===== src/rtl/dma_seq_pkg.sv =====
package dma_seq_pkg;

    typedef enum logic [1:0] {
        UNIT_BYTE = 2'd0,
        UNIT_WORD = 2'd1,
        UNIT_LONG = 2'd2,
        UNIT_RSVD = 2'd3
    } unit_e;

    typedef enum logic [1:0] {
        AM_FIXED = 2'd0,
        AM_INC   = 2'd1,
        AM_DEC   = 2'd2,
        AM_HOLD  = 2'd3
    } amode_e;

    typedef enum logic [2:0] {
        ST_IDLE,
        ST_PTR,
        ST_READ,
        ST_WRITE,
        ST_SINGLE
    } seq_state_e;

    // Byte step for one unit; the reserved code behaves as longword.
    function automatic logic [2:0] unit_bytes(unit_e u);
        logic [2:0] b;
        unique case (u)
            UNIT_BYTE: b = 3'd1;
            UNIT_WORD: b = 3'd2;
            default:   b = 3'd4;
        endcase
        return b;
    endfunction

endpackage


===== src/rtl/dma_addr_reg.sv =====
module dma_addr_reg
    import dma_seq_pkg::*;
#(
    parameter int AW            = 32,
    parameter bit HAS_RELOAD    = 1'b0,
    parameter int RELOAD_PERIOD = 4
) (
    input  logic          clk,
    input  logic          rst_n,
    input  logic          load,
    input  logic [AW-1:0] load_val,
    input  logic          step_en,
    input  amode_e        mode,
    input  logic [2:0]    step_amt,
    input  logic          reload_en,
    output logic [AW-1:0] addr_q
);

    localparam int RW = (RELOAD_PERIOD > 1) ? $clog2(RELOAD_PERIOD) : 1;

    logic [AW-1:0] stepped;

    always_comb begin
        unique case (mode)
            AM_INC:  stepped = addr_q + AW'(step_amt);
            AM_DEC:  stepped = addr_q - AW'(step_amt);
            default: stepped = addr_q;
        endcase
    end

    generate
        if (HAS_RELOAD) begin : g_reload
            logic [AW-1:0] base_q;
            logic [RW-1:0] phase_q;

            always_ff @(posedge clk or negedge rst_n) begin
                if (!rst_n) begin
                    addr_q  <= '0;
                    base_q  <= '0;
                    phase_q <= '0;
                end else if (load) begin
                    addr_q  <= load_val;
                    base_q  <= load_val;
                    phase_q <= '0;
                end else if (step_en) begin
                    if (reload_en && (phase_q == RW'(RELOAD_PERIOD - 1))) begin
                        addr_q  <= base_q;
                        phase_q <= '0;
                    end else begin
                        addr_q <= stepped;
                        if (reload_en) begin
                            phase_q <= phase_q + 1'b1;
                        end
                    end
                end
            end
        end else begin : g_plain
            logic unused_reload;
            assign unused_reload = reload_en;

            always_ff @(posedge clk or negedge rst_n) begin
                if (!rst_n) begin
                    addr_q <= '0;
                end else if (load) begin
                    addr_q <= load_val;
                end else if (step_en) begin
                    addr_q <= stepped;
                end
            end
        end
    endgenerate

endmodule


===== src/rtl/dma_xfer_count.sv =====
module dma_xfer_count #(
    parameter int CW = 24
) (
    input  logic          clk,
    input  logic          rst_n,
    input  logic          load,
    input  logic [CW-1:0] load_val,
    input  logic          dec_en,
    output logic [CW-1:0] count_q,
    output logic          last
);

    // A loaded zero wraps on the first decrement, giving 2^CW transfers.
    assign last = (count_q == CW'(1));

    always_ff @(posedge clk or negedge rst_n) begin
        if (!rst_n) begin
            count_q <= '0;
        end else if (load) begin
            count_q <= load_val;
        end else if (dec_en) begin
            count_q <= count_q - 1'b1;
        end
    end

endmodule


===== src/rtl/dma_done_flag.sv =====
module dma_done_flag (
    input  logic clk,
    input  logic rst_n,
    input  logic set,
    input  logic clr,
    output logic flag_q
);

    // Setting wins over a coincident clear so that no completion is lost.
    always_ff @(posedge clk or negedge rst_n) begin
        if (!rst_n) begin
            flag_q <= 1'b0;
        end else if (set) begin
            flag_q <= 1'b1;
        end else if (clr) begin
            flag_q <= 1'b0;
        end
    end

endmodule


===== src/rtl/dma_xfer_seq.sv =====
module dma_xfer_seq
    import dma_seq_pkg::*;
#(
    parameter int AW            = 32,
    parameter int DW            = 32,
    parameter int CW            = 24,
    parameter int RELOAD_PERIOD = 4
) (
    input  logic          clk,
    input  logic          rst_n,
    input  logic          start,
    input  logic [AW-1:0] cfg_src,
    input  logic [AW-1:0] cfg_dst,
    input  logic [CW-1:0] cfg_count,
    input  logic [1:0]    cfg_unit,
    input  logic [1:0]    cfg_src_mode,
    input  logic [1:0]    cfg_dst_mode,
    input  logic          cfg_single,
    input  logic          cfg_reload,
    input  logic          cfg_indirect,
    input  logic          irq_en,
    input  logic          flag_clr,
    output logic          mem_req,
    output logic          mem_we,
    output logic [AW-1:0] mem_addr,
    output logic [1:0]    mem_size,
    output logic [DW-1:0] mem_wdata,
    input  logic [DW-1:0] mem_rdata,
    input  logic          mem_ready,
    output logic          dev_ack,
    output logic          busy,
    output logic [CW-1:0] xfer_left,
    output logic          done_flag,
    output logic          irq
);

    localparam logic [2:0] PTR_STEP = 3'd4;

    seq_state_e state_q, state_d;

    unit_e         unit_q;
    amode_e        src_mode_q, dst_mode_q;
    logic          single_q, reload_q, ind_q;
    logic [AW-1:0] ptr_q;
    logic [DW-1:0] data_q;
    logic [AW-1:0] src_addr, dst_addr;
    logic [2:0]    src_step;
    logic          launch, xfer_end, last;

    assign launch   = (state_q == ST_IDLE) && start;
    assign xfer_end = mem_ready && ((state_q == ST_WRITE) || (state_q == ST_SINGLE));
    assign src_step = ind_q ? PTR_STEP : unit_bytes(unit_q);
    assign busy     = (state_q != ST_IDLE);
    assign irq      = done_flag & irq_en;

    // State register
    always_ff @(posedge clk or negedge rst_n) begin
        if (!rst_n) begin
            state_q <= ST_IDLE;
        end else begin
            state_q <= state_d;
        end
    end

    // Transitions
    always_comb begin
        state_d = state_q;
        unique case (state_q)
            ST_IDLE: begin
                if (start) begin
                    if (cfg_single)        state_d = ST_SINGLE;
                    else if (cfg_indirect) state_d = ST_PTR;
                    else                   state_d = ST_READ;
                end
            end
            ST_PTR: begin
                if (mem_ready) state_d = ST_READ;
            end
            ST_READ: begin
                if (mem_ready) state_d = ST_WRITE;
            end
            ST_WRITE: begin
                if (mem_ready) begin
                    if (last)       state_d = ST_IDLE;
                    else if (ind_q) state_d = ST_PTR;
                    else            state_d = ST_READ;
                end
            end
            ST_SINGLE: begin
                if (mem_ready) state_d = last ? ST_IDLE : ST_SINGLE;
            end
            default: state_d = ST_IDLE;
        endcase
    end

    // Outputs
    always_comb begin
        mem_req   = 1'b0;
        mem_we    = 1'b0;
        mem_addr  = '0;
        mem_size  = unit_q;
        mem_wdata = '0;
        dev_ack   = 1'b0;
        unique case (state_q)
            ST_IDLE: begin
            end
            ST_PTR: begin
                mem_req  = 1'b1;
                mem_addr = src_addr;
                mem_size = UNIT_LONG;
            end
            ST_READ: begin
                mem_req  = 1'b1;
                mem_addr = ind_q ? ptr_q : src_addr;
            end
            ST_WRITE: begin
                mem_req   = 1'b1;
                mem_we    = 1'b1;
                mem_addr  = dst_addr;
                mem_wdata = data_q;
            end
            ST_SINGLE: begin
                mem_req  = 1'b1;
                mem_addr = src_addr;
                dev_ack  = 1'b1;
            end
            default: begin
            end
        endcase
    end

    // Job configuration captured at launch
    always_ff @(posedge clk or negedge rst_n) begin
        if (!rst_n) begin
            unit_q     <= UNIT_BYTE;
            src_mode_q <= AM_FIXED;
            dst_mode_q <= AM_FIXED;
            single_q   <= 1'b0;
            reload_q   <= 1'b0;
            ind_q      <= 1'b0;
        end else if (launch) begin
            unit_q     <= (cfg_unit == 2'd3) ? UNIT_LONG : unit_e'(cfg_unit);
            src_mode_q <= amode_e'(cfg_src_mode);
            dst_mode_q <= amode_e'(cfg_dst_mode);
            single_q   <= cfg_single;
            reload_q   <= cfg_reload;
            ind_q      <= cfg_indirect & ~cfg_single;
        end
    end

    // Pointer and data holding registers
    always_ff @(posedge clk or negedge rst_n) begin
        if (!rst_n) begin
            ptr_q  <= '0;
            data_q <= '0;
        end else begin
            if ((state_q == ST_PTR) && mem_ready) begin
                ptr_q <= mem_rdata[AW-1:0];
            end
            if ((state_q == ST_READ) && mem_ready) begin
                data_q <= mem_rdata;
            end
        end
    end

    dma_addr_reg #(
        .AW(AW), .HAS_RELOAD(1'b1), .RELOAD_PERIOD(RELOAD_PERIOD)
    ) u_src (
        .clk(clk), .rst_n(rst_n), .load(launch), .load_val(cfg_src),
        .step_en(xfer_end), .mode(src_mode_q), .step_amt(src_step),
        .reload_en(reload_q), .addr_q(src_addr)
    );

    dma_addr_reg #(
        .AW(AW), .HAS_RELOAD(1'b0), .RELOAD_PERIOD(RELOAD_PERIOD)
    ) u_dst (
        .clk(clk), .rst_n(rst_n), .load(launch), .load_val(cfg_dst),
        .step_en(xfer_end & ~single_q), .mode(dst_mode_q),
        .step_amt(unit_bytes(unit_q)), .reload_en(1'b0), .addr_q(dst_addr)
    );

    dma_xfer_count #(.CW(CW)) u_cnt (
        .clk(clk), .rst_n(rst_n), .load(launch), .load_val(cfg_count),
        .dec_en(xfer_end), .count_q(xfer_left), .last(last)
    );

    dma_done_flag u_done (
        .clk(clk), .rst_n(rst_n), .set(xfer_end & last), .clr(flag_clr),
        .flag_q(done_flag)
    );

endmodule


===== config.mk =====
export PLATFORM = sky130hd
export DESIGN_NAME = dma_xfer_seq
export DESIGN_NICKNAME = d
export VERILOG_FILES = /design/src/rtl/dma_seq_pkg.sv /design/src/rtl/dma_addr_reg.sv /design/src/rtl/dma_xfer_count.sv /design/src/rtl/dma_done_flag.sv /design/src/rtl/dma_xfer_seq.sv
export SDC_FILE = /design/constraint.sdc
export NUM_CORES = 1
export LEC_CHECK = 0
export ABC_AREA = 1
export BUFFER_PORTS_ARGS = -buffer_cell sky130_fd_sc_hd__buf_2
export CAP_MARGIN = 10
export CORE_ASPECT_RATIO = 0.5
export CORE_MARGIN = 10
export CORE_UTILIZATION = 60
export CTS_BUF_LIST = sky130_fd_sc_hd__clkbuf_16
export CTS_CLUSTER_SIZE = 14
export DETAILED_ROUTE_END_ITERATION = 7
export GPL_TIMING_DRIVEN = 0
export PLACE_DENSITY = 0.86
export SLEW_MARGIN = 5
export SYNTH_ARGS = -nofsm -noshare
export SYNTH_HDL_FRONTEND = slang
export SYNTH_HIERARCHICAL = 1
export SYNTH_SLANG_ARGS = --single-unit

===== constraint.sdc =====
create_clock -name clk -period 8.9 [get_ports clk]
set_clock_uncertainty 0.15 [all_clocks]
set_input_delay 0.89 -clock clk [delete_from_list [all_inputs] [get_ports clk]]
set_output_delay 0.89 -clock clk [all_outputs]
set_load 0.02 [all_outputs]

==> results of run 1 <==
sequential cells by signal (all words and copies together) (netlist names):
signal / cells
reload_q: 1
ptr_q: 32
u_src/addr_q: 32
single_q: 1
u_src/g_reload.base_q: 32
src_mode_q: 2
u_src/g_reload.phase_q: 2
state_q: 3
dst_mode_q: 2
u_done/flag_q: 1
u_dst/addr_q: 32
u_cnt/count_q: 24
data_q: 32
unit_q: 2
ind_q: 1
worst register-to-register path, stage by stage, from the launching register on:
cell	delay, ns
dfrtp_1	0.37
buf_2	0.19
buf_2	0.25
inv_1	0.10
nand2_1	0.12
nor2_1	0.30
inv_1	0.08
ha_1	0.21
ha_1	0.17
inv_1	0.05
nand2_1	0.39
ha_1	0.56
nand2_1	0.12
nor2_1	0.27
and2_1	0.19
nand2_1	0.07
nand2_2	0.14
nand2_2	0.07
nand3_1	0.07
nand3_1	0.15
nand2_1	0.13
nand2_1	0.06
area by class of cell:
type,count,area share (%)
Tap cell,336,2.42
Multi-Input combinational cell,1615,48.2
Buffer,63,1.82
Clock buffer,17,2.45
Clock inverter,15,0.944
Sequential cell,199,28.7
Timing Repair Buffer,233,7.02
Inverter,392,8.48
cells in the final DEF (no fill, tap or decap), types with 9 or more instances in the layout:
master     count
o211ai_1      13
dfrtp_1      199
nand2_2       23
inv_2         13
nand3_1      148
clkbuf_16     17
a21oi_1       69
a211oi_1       9
o21ai_1       85
clkbuf_1      17
nor2_1       161
nor2_2        14
o21ai_0       76
xor2_1        13
nand4_1       15
a21boi_0      13
xnor2_1       15
mux2i_1       30
buf_2        265
inv_1        378
a22oi_1       66
nand2_1      729
ha_1          75
final timing paths:
kind / from / slack, ns / cells past startpoint / end
worst max-delay path: ind_q / 4.57 / 21 / u_src/addr_q[30]
worst min register to register: u_src/g_reload.base_q[0] / 0.33 / 2 / u_src/g_reload.base_q[0]
worst max register to register: ind_q / 4.57 / 21 / u_src/addr_q[30]
min in group clk: u_src/g_reload.base_q[0] / 0.33 / 2 / u_src/g_reload.base_q[0]
max in group asynchronous: rst_n / 7.30 / 2 / ptr_q[27]
worst min-delay path: rst_n / 0.29 / 1 / u_cnt/count_q[19]
stage by stage:
step | cell area, um2 | util, % | worst slack, ns | hold WS [ns]
floorplan | 15100 | - | 5.06 | 0.287
global placement | 16700 | 68.4 | 3.36 | 0.302
detailed placement | 16800 | 68.8 | 4.67 | 0.310
CTS | 17400 | 71.2 | 4.64 | 0.317
global route | 17400 | 71.2 | 4.27 | 0.322
finish | 17400 | 71.2 | 4.57 | 0.286
metal layers:
metal / vias to the layer above / GRT usage (%)
li1: 7715 / -
met4: 0 / 15.1
met2: 904 / 49.7
met1: 7525 / 40.1
met5: - / 0
met3: 168 / 7.63
==> summary.txt, run 1 <==
Clk slew on worst S/H paths - 0.08 ns
Critical path class - reg2reg
DIE AREA - 32,300 um2
Worst slew pin tran - 0.799 ns
Worst-path cell chain - buf_2, buf_2, inv_1, nand2_1, nor2_1, inv_1, ha_1, ha_1, inv_1, nand2_1, ha_1, nand2_1, nor2_1, and2_1, nand2_1, nand2_2, nand2_2, nand3_1, nand3_1, nand2_1, nand2_1
Cts bufs inserted - 17
Yosys warning total - 6
Register area - 4980 um2
Uppermost routed layer - met4
Final Slew Violations - 0
Clock sink count - 199
Vert. Die Dim - 132 um
Worst EP required - 9.10 ns
Clock Latency Late Sink - 0.47 ns
Met1 Wirelength - 20,500 um
Root buffer cell - clkbuf_16
Final ANT Viol Nets - 0
Top-level I/O count - 231
Post-CTS Setup Repair Bufs - 0
WP data arrival - 4.53 ns
Core footprint - 24,400 um2
Hold Path Class - in2async
Normalized max-slew margin - 46.7%
Synthesized area - 15,100 um2
Crit-path max cell delay - 0.55 ns
Routed vias/inst - 5.68
Achievable Freq - 0.231 GHz
Vias in the first global route - 15,500
Crit-path most repeated cell - nand2_1
Final hold vios - 0
GRT Total Usage - 31.6%
Post-layout minimum cycle time - 4.33 ns
Failing checks - design-rule violations
Filler cells - 2,145
Nets - 2,733
Placed cells - 2,838
Max cap viols - 0
CTS HTree Levels - 4
Met2 WL - 23,500 um
Router iterations before antenna repair - 8
Ratio of cells with drive above 1 in the final layout - 14.9%
Syn Inst Count - 2,269
CTS Hold Buffers Added - 0
Overflow after GRT - 0
Initial Util - 62.0%
Initial drt markers - 2,027
Avg Synthesized Cell Area - 6.66 um2
Layout Cells excl Fill - 2,870
Global-route wire length before repair - 81,900 um
Avg WL per Cell - 18.2 um
# rows - 40
Final wirelength - 52,100 um
TNS Setup - 0 ns
Post-DP HPWL - 40,600 um
RD Place Congestion - 0.986
Initial antenna violation count - 0
CTS tree - done
Area of the multi-input gates - 8360 um2
Crit end category - flip-flop
Area grow syn2layout - 14.9%
Buffers on Ports - 230
CTS Buffer Depth - 2
Post_cts resized - 0
Highest-delay cell along the critical path - ha_1
Final period util - 48.6%
Critical path startpoint category - flip-flop
Buffers & Inverters on Critical Path - 5
Routed via count - 16,300
WL met3 - 5620 um
Worst path top cell family by delay - simple AND/OR/NAND/NOR gates
Total inserted antenna cells - 0
Status - finished, violations left
CP max FO - 14
Final setup fails - 0
RSZ-0062 raised after global routing - no
Syn_nets - 2,481
Largest net degree at the start of global routing - 107
Die Wd - 244 um
DRC Markers - 1
Power of run 1 is not shown: default switching activity piles up to over one toggle a cycle in this logic, so the estimate is an artifact.
==> run 2: changes to the inputs <==
--- a/config.mk
+++ b/config.mk
@@ -5,17 +5,17 @@
 export SDC_FILE = /design/constraint.sdc
 export NUM_CORES = 1
 export LEC_CHECK = 0
-export ABC_AREA = 1
+export ABC_AREA = 0
 export BUFFER_PORTS_ARGS = -buffer_cell sky130_fd_sc_hd__buf_2
 export CAP_MARGIN = 10
 export CORE_ASPECT_RATIO = 0.5
 export CORE_MARGIN = 10
-export CORE_UTILIZATION = 60
+export CORE_UTILIZATION = 52
 export CTS_BUF_LIST = sky130_fd_sc_hd__clkbuf_16
 export CTS_CLUSTER_SIZE = 14
 export DETAILED_ROUTE_END_ITERATION = 7
 export GPL_TIMING_DRIVEN = 0
-export PLACE_DENSITY = 0.86
+export PLACE_DENSITY = 0.8
 export SLEW_MARGIN = 5
 export SYNTH_ARGS = -nofsm -noshare
 export SYNTH_HDL_FRONTEND = slang
==> constraint.sdc (replaced) <==
create_clock -name clk -period 3.8 [get_ports clk]
set_clock_uncertainty 0.15 [all_clocks]
set_input_delay 0.38 -clock clk [delete_from_list [all_inputs] [get_ports clk]]
set_output_delay 0.38 -clock clk [all_outputs]
set_load 0.02 [all_outputs]
==> run 2 against run 1 <==
Critical path type unchanged. Non-clock buffer count rose by 90. Critical endpoint is now u_dst/addr_q[30]. Wire length is 8.0% lower. Clock-buffer cell count unchanged. Global-route usage decreased by 4.5 points. Hold slack got worse by 0.29 ns. Utilization is 3.9 points lower. Die area grew 2.9%. Highest routed layer unchanged. Sequential cell count stayed put. The flow finishes with violations (negative hold slack, negative setup slack). Worst setup slack got worse by 4.7 ns. Critical path depth is 5 lower. First-iteration DRC count is 24% lower. Synthesized cell count is 36% lower.
==> summary.txt, run 2 <==
Hold Path Class - in2reg (was in2async)
Met1 Use GR - 33.4% (was 40.1%)
Syn Inst Count - 1,448 (was 2,269)
Min setup slack post-route - -0.158 ns (was 4.57 ns)
Final wirelength - 47,900 um (was 52,100 um)
Ratio of cells with drive above 1 in the final layout - 29.6% (was 14.9%)
Final hold vios - 1 (was 0)
WP data arrival - 4.19 ns (was 4.53 ns)
Worst reg2reg path startpoint - unit_q[0] (was ind_q)
Busiest grt layer - met2 (unchanged)
Overflow after GRT - 0 (unchanged)
Normalized max-slew margin - 44.0% (was 46.7%)
Status - finished, violations left (unchanged)
Yosys warning total - 6 (unchanged)
Met3 Use GR - 4.66% (was 7.63%)
Syn_nets - 1,660 (was 2,481)
DRC Markers - 0 (was 1)
RSZ-0062 raised after global routing - yes (was no)
Worst-path cell chain - clkinvlp_4, buf_6, nor2_4, inv_2, ha_4, ha_4, nand2b_4, ha_4, a21o_1, a221oi_4, o211ai_2, a31oi_4, o31a_1, or4b_4, a2111oi_4, nand3b_1 (was buf_2, buf_2, inv_1, nand2_1, nor2_1, inv_1, ha_1, ha_1, inv_1, nand2_1, ha_1, nand2_1, nor2_1, and2_1, nand2_1, nand2_2, nand2_2, nand3_1, nand3_1, nand2_1, nand2_1)
Commonest cells after routing, fill and taps aside - 239 x buf_2, 196 x dfrtp_1, 123 x nand2_1, 107 x o21ai_0, 101 x a21oi_1 (was 729 x nand2_1, 378 x inv_1, 265 x buf_2, 199 x dfrtp_1, 161 x nor2_1)
Cts bufs inserted - 17 (unchanged)
Final ANT Viol Nets - 0 (unchanged)
Vias in the first global route - 12,800 (was 15,500)
Initial Util - 53.2% (was 62.0%)
Synthesized area - 13,500 um2 (was 15,100 um2)
CTS Buffer Depth - 2 (unchanged)
Die Wd - 248 um (was 244 um)
Area grow syn2layout - 26.4% (was 14.9%)
# rows - 41 (was 40)
Avg WL per Cell - 22.5 um (was 18.2 um)
Initial antenna violation count - 6 (was 0)
Buffers on Ports - 230 (unchanged)
Global-route wire length before repair - 71,000 um (was 81,900 um)
CTS tree - done (unchanged)
Commonest non-fill, non-tap cell in the layout - buf_2 (was nand2_1)
Post-layout minimum cycle time - 3.96 ns (was 4.33 ns)
Vert. Die Dim - 134 um (was 132 um)
Post-DP Area - 15,200 um2 (was 16,800 um2)
Failing checks - negative hold slack, negative setup slack (was design-rule violations)
Critical path class - reg2reg (unchanged)
Worst hold path endpoint - src_mode_q[1]
Core footprint - 25,400 um2 (was 24,400 um2)
CP max FO - 4 (was 14)
Clock Latency Late Sink - 0.45 ns (was 0.47 ns)
RD Place Congestion - 0.936 (was 0.986)
Register area - 4980 um2 (about the same)
Final period util - 104% (was 48.6%)
Worst reg2reg path depth - 16 (was 21)
Worst hold path depth - 2
Worst EP required - 4.03 ns (was 9.10 ns)
M2 GR Usage - 44.5% (was 49.7%)
Clock sink count - 199 (unchanged)
Post-DP HPWL - 33,000 um (was 40,600 um)
FF-to-FF End - u_dst/addr_q[30] (was u_src/addr_q[30])
Critical path startpoint category - flip-flop (unchanged)
Crit-path max cell delay - 0.52 ns (was 0.55 ns)
DIE AREA - 33,200 um2 (was 32,300 um2)
Max cap viols - 0 (unchanged)
Crit end category - flip-flop (unchanged)
Worst slew pin tran - 0.840 ns (was 0.799 ns)
Router iterations before antenna repair - 8 (unchanged)
Highest-delay cell along the critical path - or4b_4 (was ha_1)
Routed via count - 13,300 (was 16,300)
CTS HTree Levels - 4 (unchanged)
Flop-to-flop setup slack - -0.16 ns (was 4.57 ns)
Crit-path most repeated cell - ha_4 (was nand2_1)
Root buffer cell - clkbuf_16 (unchanged)
Final Slew Violations - 0 (unchanged)
Top-level I/O count - 231 (unchanged)
WHS - -0.00355 ns (was 0.286 ns)
Initial drt markers - 1,549 (was 2,027)
Largest net degree at the start of global routing - 105 (was 107)
Clk slew on worst S/H paths - 0.08 ns (about the same)
Nets - 1,985 (was 2,733)
Final Instance Area - 17,100 um2 (was 17,400 um2)
Hold path start - cfg_src_mode[1]
Routed vias/inst - 6.23 (was 5.68)
GRT Total Usage - 27.0% (was 31.6%)
Area of the multi-input gates - 8530 um2 (was 8360 um2)
Final setup fails - 8 (was 0)
Achievable Freq - 0.253 GHz (was 0.231 GHz)
Avg Synthesized Cell Area - 9.33 um2 (was 6.66 um2)
Filler cells - 1,886 (was 2,145)
==> run 2: routing by layer <==
layer	part of all wire (%)	routed length, um	vias up
met1	38	18300	6429
met4	4.8	2290	0
met2	48	23200	776
li1	-	-	5926
met3	8.6	4150	180
met5	0	0	-
==> run 2: repair_timing <==
item	in CTS	in global routing
gates resized for setup	56	92
hold buffers	13	0
endpoints found under the hold margin	115	0
setup endpoints to repair	44	35
setup buffers	46	19
pin swaps	37	46
gates cloned	2	0
==> run 2: worst max-delay path by stage <==
stage	from	to	slack, ns
3_3_place_gp	rst_n	u_src/addr_q[14]	-1.20
5_1_grt	unit_q[0]	u_dst/addr_q[27]	-0.24
3_5_place_dp	unit_q[1]	u_src/addr_q[29]	-0.75
2_1_floorplan	unit_q[1]	u_src/addr_q[27]	-0.05
6_report	unit_q[0]	u_dst/addr_q[30]	-0.16
4_1_cts	unit_q[0]	u_dst/addr_q[30]	-0.01
==> run 2: area by class of cell <==
cell class                 count  share of cell area, %
clock buffer                  17                   2.49
multi-input combinational   1108                   49.9
clock inverter                14                  0.805
timing repair buffer         308                   11.0
buffer                        78                   2.61
sequential                   199                   29.2
tap                          344                   2.52
inverter                      61                   1.38
antenna                        6                 0.0878
==> run 2: critical path, delay by kind of cell, from the launching register on <==
family          cells  cell delay [ns]
buf+inv             3             0.32
flops               1             0.43
fa+ha+maj           3             0.65
simple gates        4             1.00
compound gates      6             1.33
==> run 2: metrics by stage <==
stage               setup slack, ns  TNS [ns]  util, %  cells
floorplan                   -0.0492   -0.0679        -   1448
finish                       -0.158    -0.582     67.3   2135
global placement              -1.20   -258.49     59.8   2022
global route                 -0.237     -2.08     67.3   2134
CTS                         -0.0107   -0.0164     65.3   2113
detailed placement           -0.745    -12.73     60.0   2024
Power of run 2 is left out for the same reason.
==> run 3: changes to the inputs <==
--- a/config.mk
+++ b/config.mk
@@ -10,12 +10,13 @@
 export CAP_MARGIN = 10
 export CORE_ASPECT_RATIO = 0.5
 export CORE_MARGIN = 10
-export CORE_UTILIZATION = 52
+export CORE_UTILIZATION = 58
 export CTS_BUF_LIST = sky130_fd_sc_hd__clkbuf_16
 export CTS_CLUSTER_SIZE = 14
 export DETAILED_ROUTE_END_ITERATION = 7
+export GPL_ROUTABILITY_DRIVEN = 0
 export GPL_TIMING_DRIVEN = 0
-export PLACE_DENSITY = 0.8
+export PLACE_DENSITY = 0.84
 export SLEW_MARGIN = 5
 export SYNTH_ARGS = -nofsm -noshare
 export SYNTH_HDL_FRONTEND = slang
==> constraint.sdc (replaced) <==
create_clock -name clk -period 3.7 [get_ports clk]
set_clock_uncertainty 0.15 [all_clocks]
set_input_delay 0.37 -clock clk [delete_from_list [all_inputs] [get_ports clk]]
set_output_delay 0.37 -clock clk [all_outputs]
set_load 0.02 [all_outputs]
==> run 3 against run 2 <==
The flow finishes with violations (design-rule violations, negative setup slack). Sequential cell count did not move. Global-route usage is 3.4 points higher. Sequential share of layout area decreased by 0.31 points. Critical endpoint is now u_src/addr_q[22].
==> summary.txt, run 3 (same netlist as run 2, synthesis figures left out) <==
Crit end category - flip-flop (unchanged)
WHS - 0.0103 ns (was -0.00355 ns)
Final wirelength - 49,800 um (was 47,900 um)
Die Wd - 236 um (was 248 um)
Filler cells - 1,435 (was 1,886)
Final period util - 105% (was 104%)
Failing checks - design-rule violations, negative setup slack (was negative hold slack, negative setup slack)
WP data arrival - 4.04 ns (was 4.19 ns)
Achievable Freq - 0.257 GHz (was 0.253 GHz)
Final ANT Viol Nets - 0 (unchanged)
Worst-path cell chain - clkinv_4, buf_4, nor2_4, inv_2, ha_4, ha_4, mux2i_1, ha_2, a211o_1, o211ai_1, a21oi_2, nand4_1, o211ai_1, buf_4, a21oi_1, xor2_1, o221ai_1 (was clkinvlp_4, buf_6, nor2_4, inv_2, ha_4, ha_4, nand2b_4, ha_4, a21o_1, a221oi_4, o211ai_2, a31oi_4, o31a_1, or4b_4, a2111oi_4, nand3b_1)
Final setup fails - 21 (was 8)
Clock Latency Late Sink - 0.46 ns (was 0.45 ns)
DRC Markers - 1 (was 0)
CP max FO - 5 (was 4)
CTS tree - done (unchanged)
Core footprint - 22,900 um2 (was 25,400 um2)
Ratio of cells with drive above 1 in the final layout - 28.2% (was 29.6%)
CTS HTree Levels - 4 (unchanged)
Status - finished, violations left (unchanged)
Final Slew Violations - 0 (unchanged)
Register area - 4980 um2 (unchanged)
Met1 Use GR - 35.1% (was 33.4%)
Critical path startpoint category - flip-flop (unchanged)
Crit-path max cell delay - 0.47 ns (was 0.52 ns)
CTS Buffer Depth - 2 (unchanged)
Clk slew on worst S/H paths - 0.07 ns (was 0.08 ns)
Initial Util - 59.1% (was 53.2%)
Worst path top cell family by delay - compound AO/OA/AOI/OAI gates (unchanged)
Buffers on Ports - 230 (unchanged)
Min setup slack post-route - -0.193 ns (was -0.158 ns)
Overflow after GRT - 0 (unchanged)
Vias in the first global route - 13,800 (was 12,800)
Worst EP required - 3.84 ns (was 4.03 ns)
Normalized max-slew margin - 41.6% (was 44.0%)
RSZ-0062 raised after global routing - yes (unchanged)
Worst slew pin tran - 0.870 ns (was 0.840 ns)
Initial antenna violation count - 2 (was 6)
Routed via count - 13,900 (was 13,300)
Post-layout minimum cycle time - 3.89 ns (was 3.96 ns)
Buffers & Inverters on Critical Path - 4 (was 3)
# rows - 39 (was 41)
Avg WL per Cell - 23.4 um (was 22.5 um)
Global-route wire length before repair - 73,900 um (was 71,000 um)
Total inserted antenna cells - 0 (was 6)
Post-DP HPWL - 33,700 um (was 33,000 um)
Commonest non-fill, non-tap cell in the layout - buf_2 (unchanged)
Final hold vios - 0 (was 1)
Initial drt markers - 2,261 (was 1,549)
Largest net degree at the start of global routing - 107 (was 105)
Routed vias/inst - 6.55 (was 6.23)
Busiest grt layer - met2 (unchanged)
Max cap viols - 0 (unchanged)
Root buffer cell - clkbuf_16 (unchanged)
Commonest cells after routing, fill and taps aside - 240 x buf_2, 196 x dfrtp_1, 122 x nand2_1, 109 x o21ai_0, 98 x a21oi_1 (was 239 x buf_2, 196 x dfrtp_1, 123 x nand2_1, 107 x o21ai_0, 101 x a21oi_1)
Vert. Die Dim - 128 um (was 134 um)
Met3 Use GR - 7.00% (was 4.66%)
Cts bufs inserted - 17 (unchanged)
GRT Total Usage - 30.5% (was 27.0%)
Hold Path Class - in2reg (unchanged)
Area of the multi-input gates - 8530 um2 (unchanged)
Clock sink count - 199 (unchanged)
Top-level I/O count - 231 (unchanged)
Area grow syn2layout - 27.8% (was 26.4%)
M2 GR Usage - 52.1% (was 44.5%)
Nets - 2,021 (was 1,985)
Router iterations before antenna repair - 8 (unchanged)
DIE AREA - 30,200 um2 (was 33,200 um2)
Critical path class - reg2reg (unchanged)
Highest-delay cell along the critical path - dfrtp_2 (was or4b_4)
## run 3: changes by cell type in the layout (fill, tap and decap cells not counted), sizes merged
cell         delta
dlygate4sd3    +49
buf            -11
diode           -6
inv             +3
bufinv          -2
clkbuf          -2
clkinv          -2
clkinvlp        -2
## run 3: final cells by class
| cell class | instances | share of cell area [%] |
|---|---|---|
| Buffer | 76 | 2.45 |
| Sequential cell | 199 | 28.8 |
| Inverter | 61 | 1.35 |
| Multi-Input combinational cell | 1108 | 49.4 |
| Clock buffer | 17 | 2.46 |
| Clock inverter | 11 | 0.304 |
| Tap cell | 307 | 2.22 |
| Timing Repair Buffer | 346 | 13.0 |
## run 3: layer usage
metal  share of wire (%)  wire [um]  vias to the layer above
li1                    -          -                     5967
met1                  36      18100                     6671
met2                  48      23800                     1020
met3                 9.7       4840                      264
met4                 6.1       3010                        2
met5               0.026         13                        -
## run 3: worst reg2reg max path: stages (launching register included)
cell and delay [ns]:
dfrtp_2 0.47, clkinv_4 0.13, buf_4 0.17, nor2_4 0.09, inv_2 0.06, ha_4 0.16, ha_4 0.25, mux2i_1 0.08
ha_2 0.41, a211o_1 0.16, o211ai_1 0.16, a21oi_2 0.27, nand4_1 0.20, o211ai_1 0.39, buf_4 0.18, a21oi_1 0.07
xor2_1 0.19, o221ai_1 0.15
## run 3: worst paths after layout
kind                       depth (start not counted)  slack (ns)                   endpoint     startpoint
max                                               17       -0.19           u_src/addr_q[22]      unit_q[0]
max reg2reg                                       17       -0.19           u_src/addr_q[22]      unit_q[0]
max in group asynchronous                          3        2.02  u_src/g_reload.base_q[18]          rst_n
min reg2reg                                        1        0.34                  ptr_q[12]      ptr_q[12]
min in group asynchronous                          2        0.40          u_cnt/count_q[12]          rst_n
min                                                2        0.01                  ptr_q[18]  mem_rdata[18]
## run 3: per-stage QoR
| step | setup slack [ns] | area, um2 | utilization, % | setup TNS, ns | cells |
|---|---|---|---|---|---|
| 5_1_grt | -0.263 | 17300 | 75.5 | -3.73 | 2125 |
| 3_3_place_gp | -1.15 | 15100 | 66.2 | -235.17 | 1985 |
| 2_1_floorplan | -0.0257 | 13600 | - | -0.0507 | 1448 |
| 3_5_place_dp | -0.706 | 15200 | 66.3 | -14.81 | 1986 |
| 4_1_cts | -0.0348 | 16900 | 73.7 | -0.0715 | 2112 |
| 6_report | -0.193 | 17300 | 75.5 | -1.95 | 2125 |
## run 3: repair_timing
| action | in CTS | in global routing |
|---|---|---|
| endpoints found under the hold margin | 173 | 0 |
| hold buffers | 62 | 0 |
| pin swaps | 36 | 35 |
| setup endpoints to repair | 47 | 36 |
| gates resized for setup | 60 | 78 |
| buffers inserted | 37 | 17 |
| cloned | 2 | 0 |
Power of run 3 is left out for the same reason.
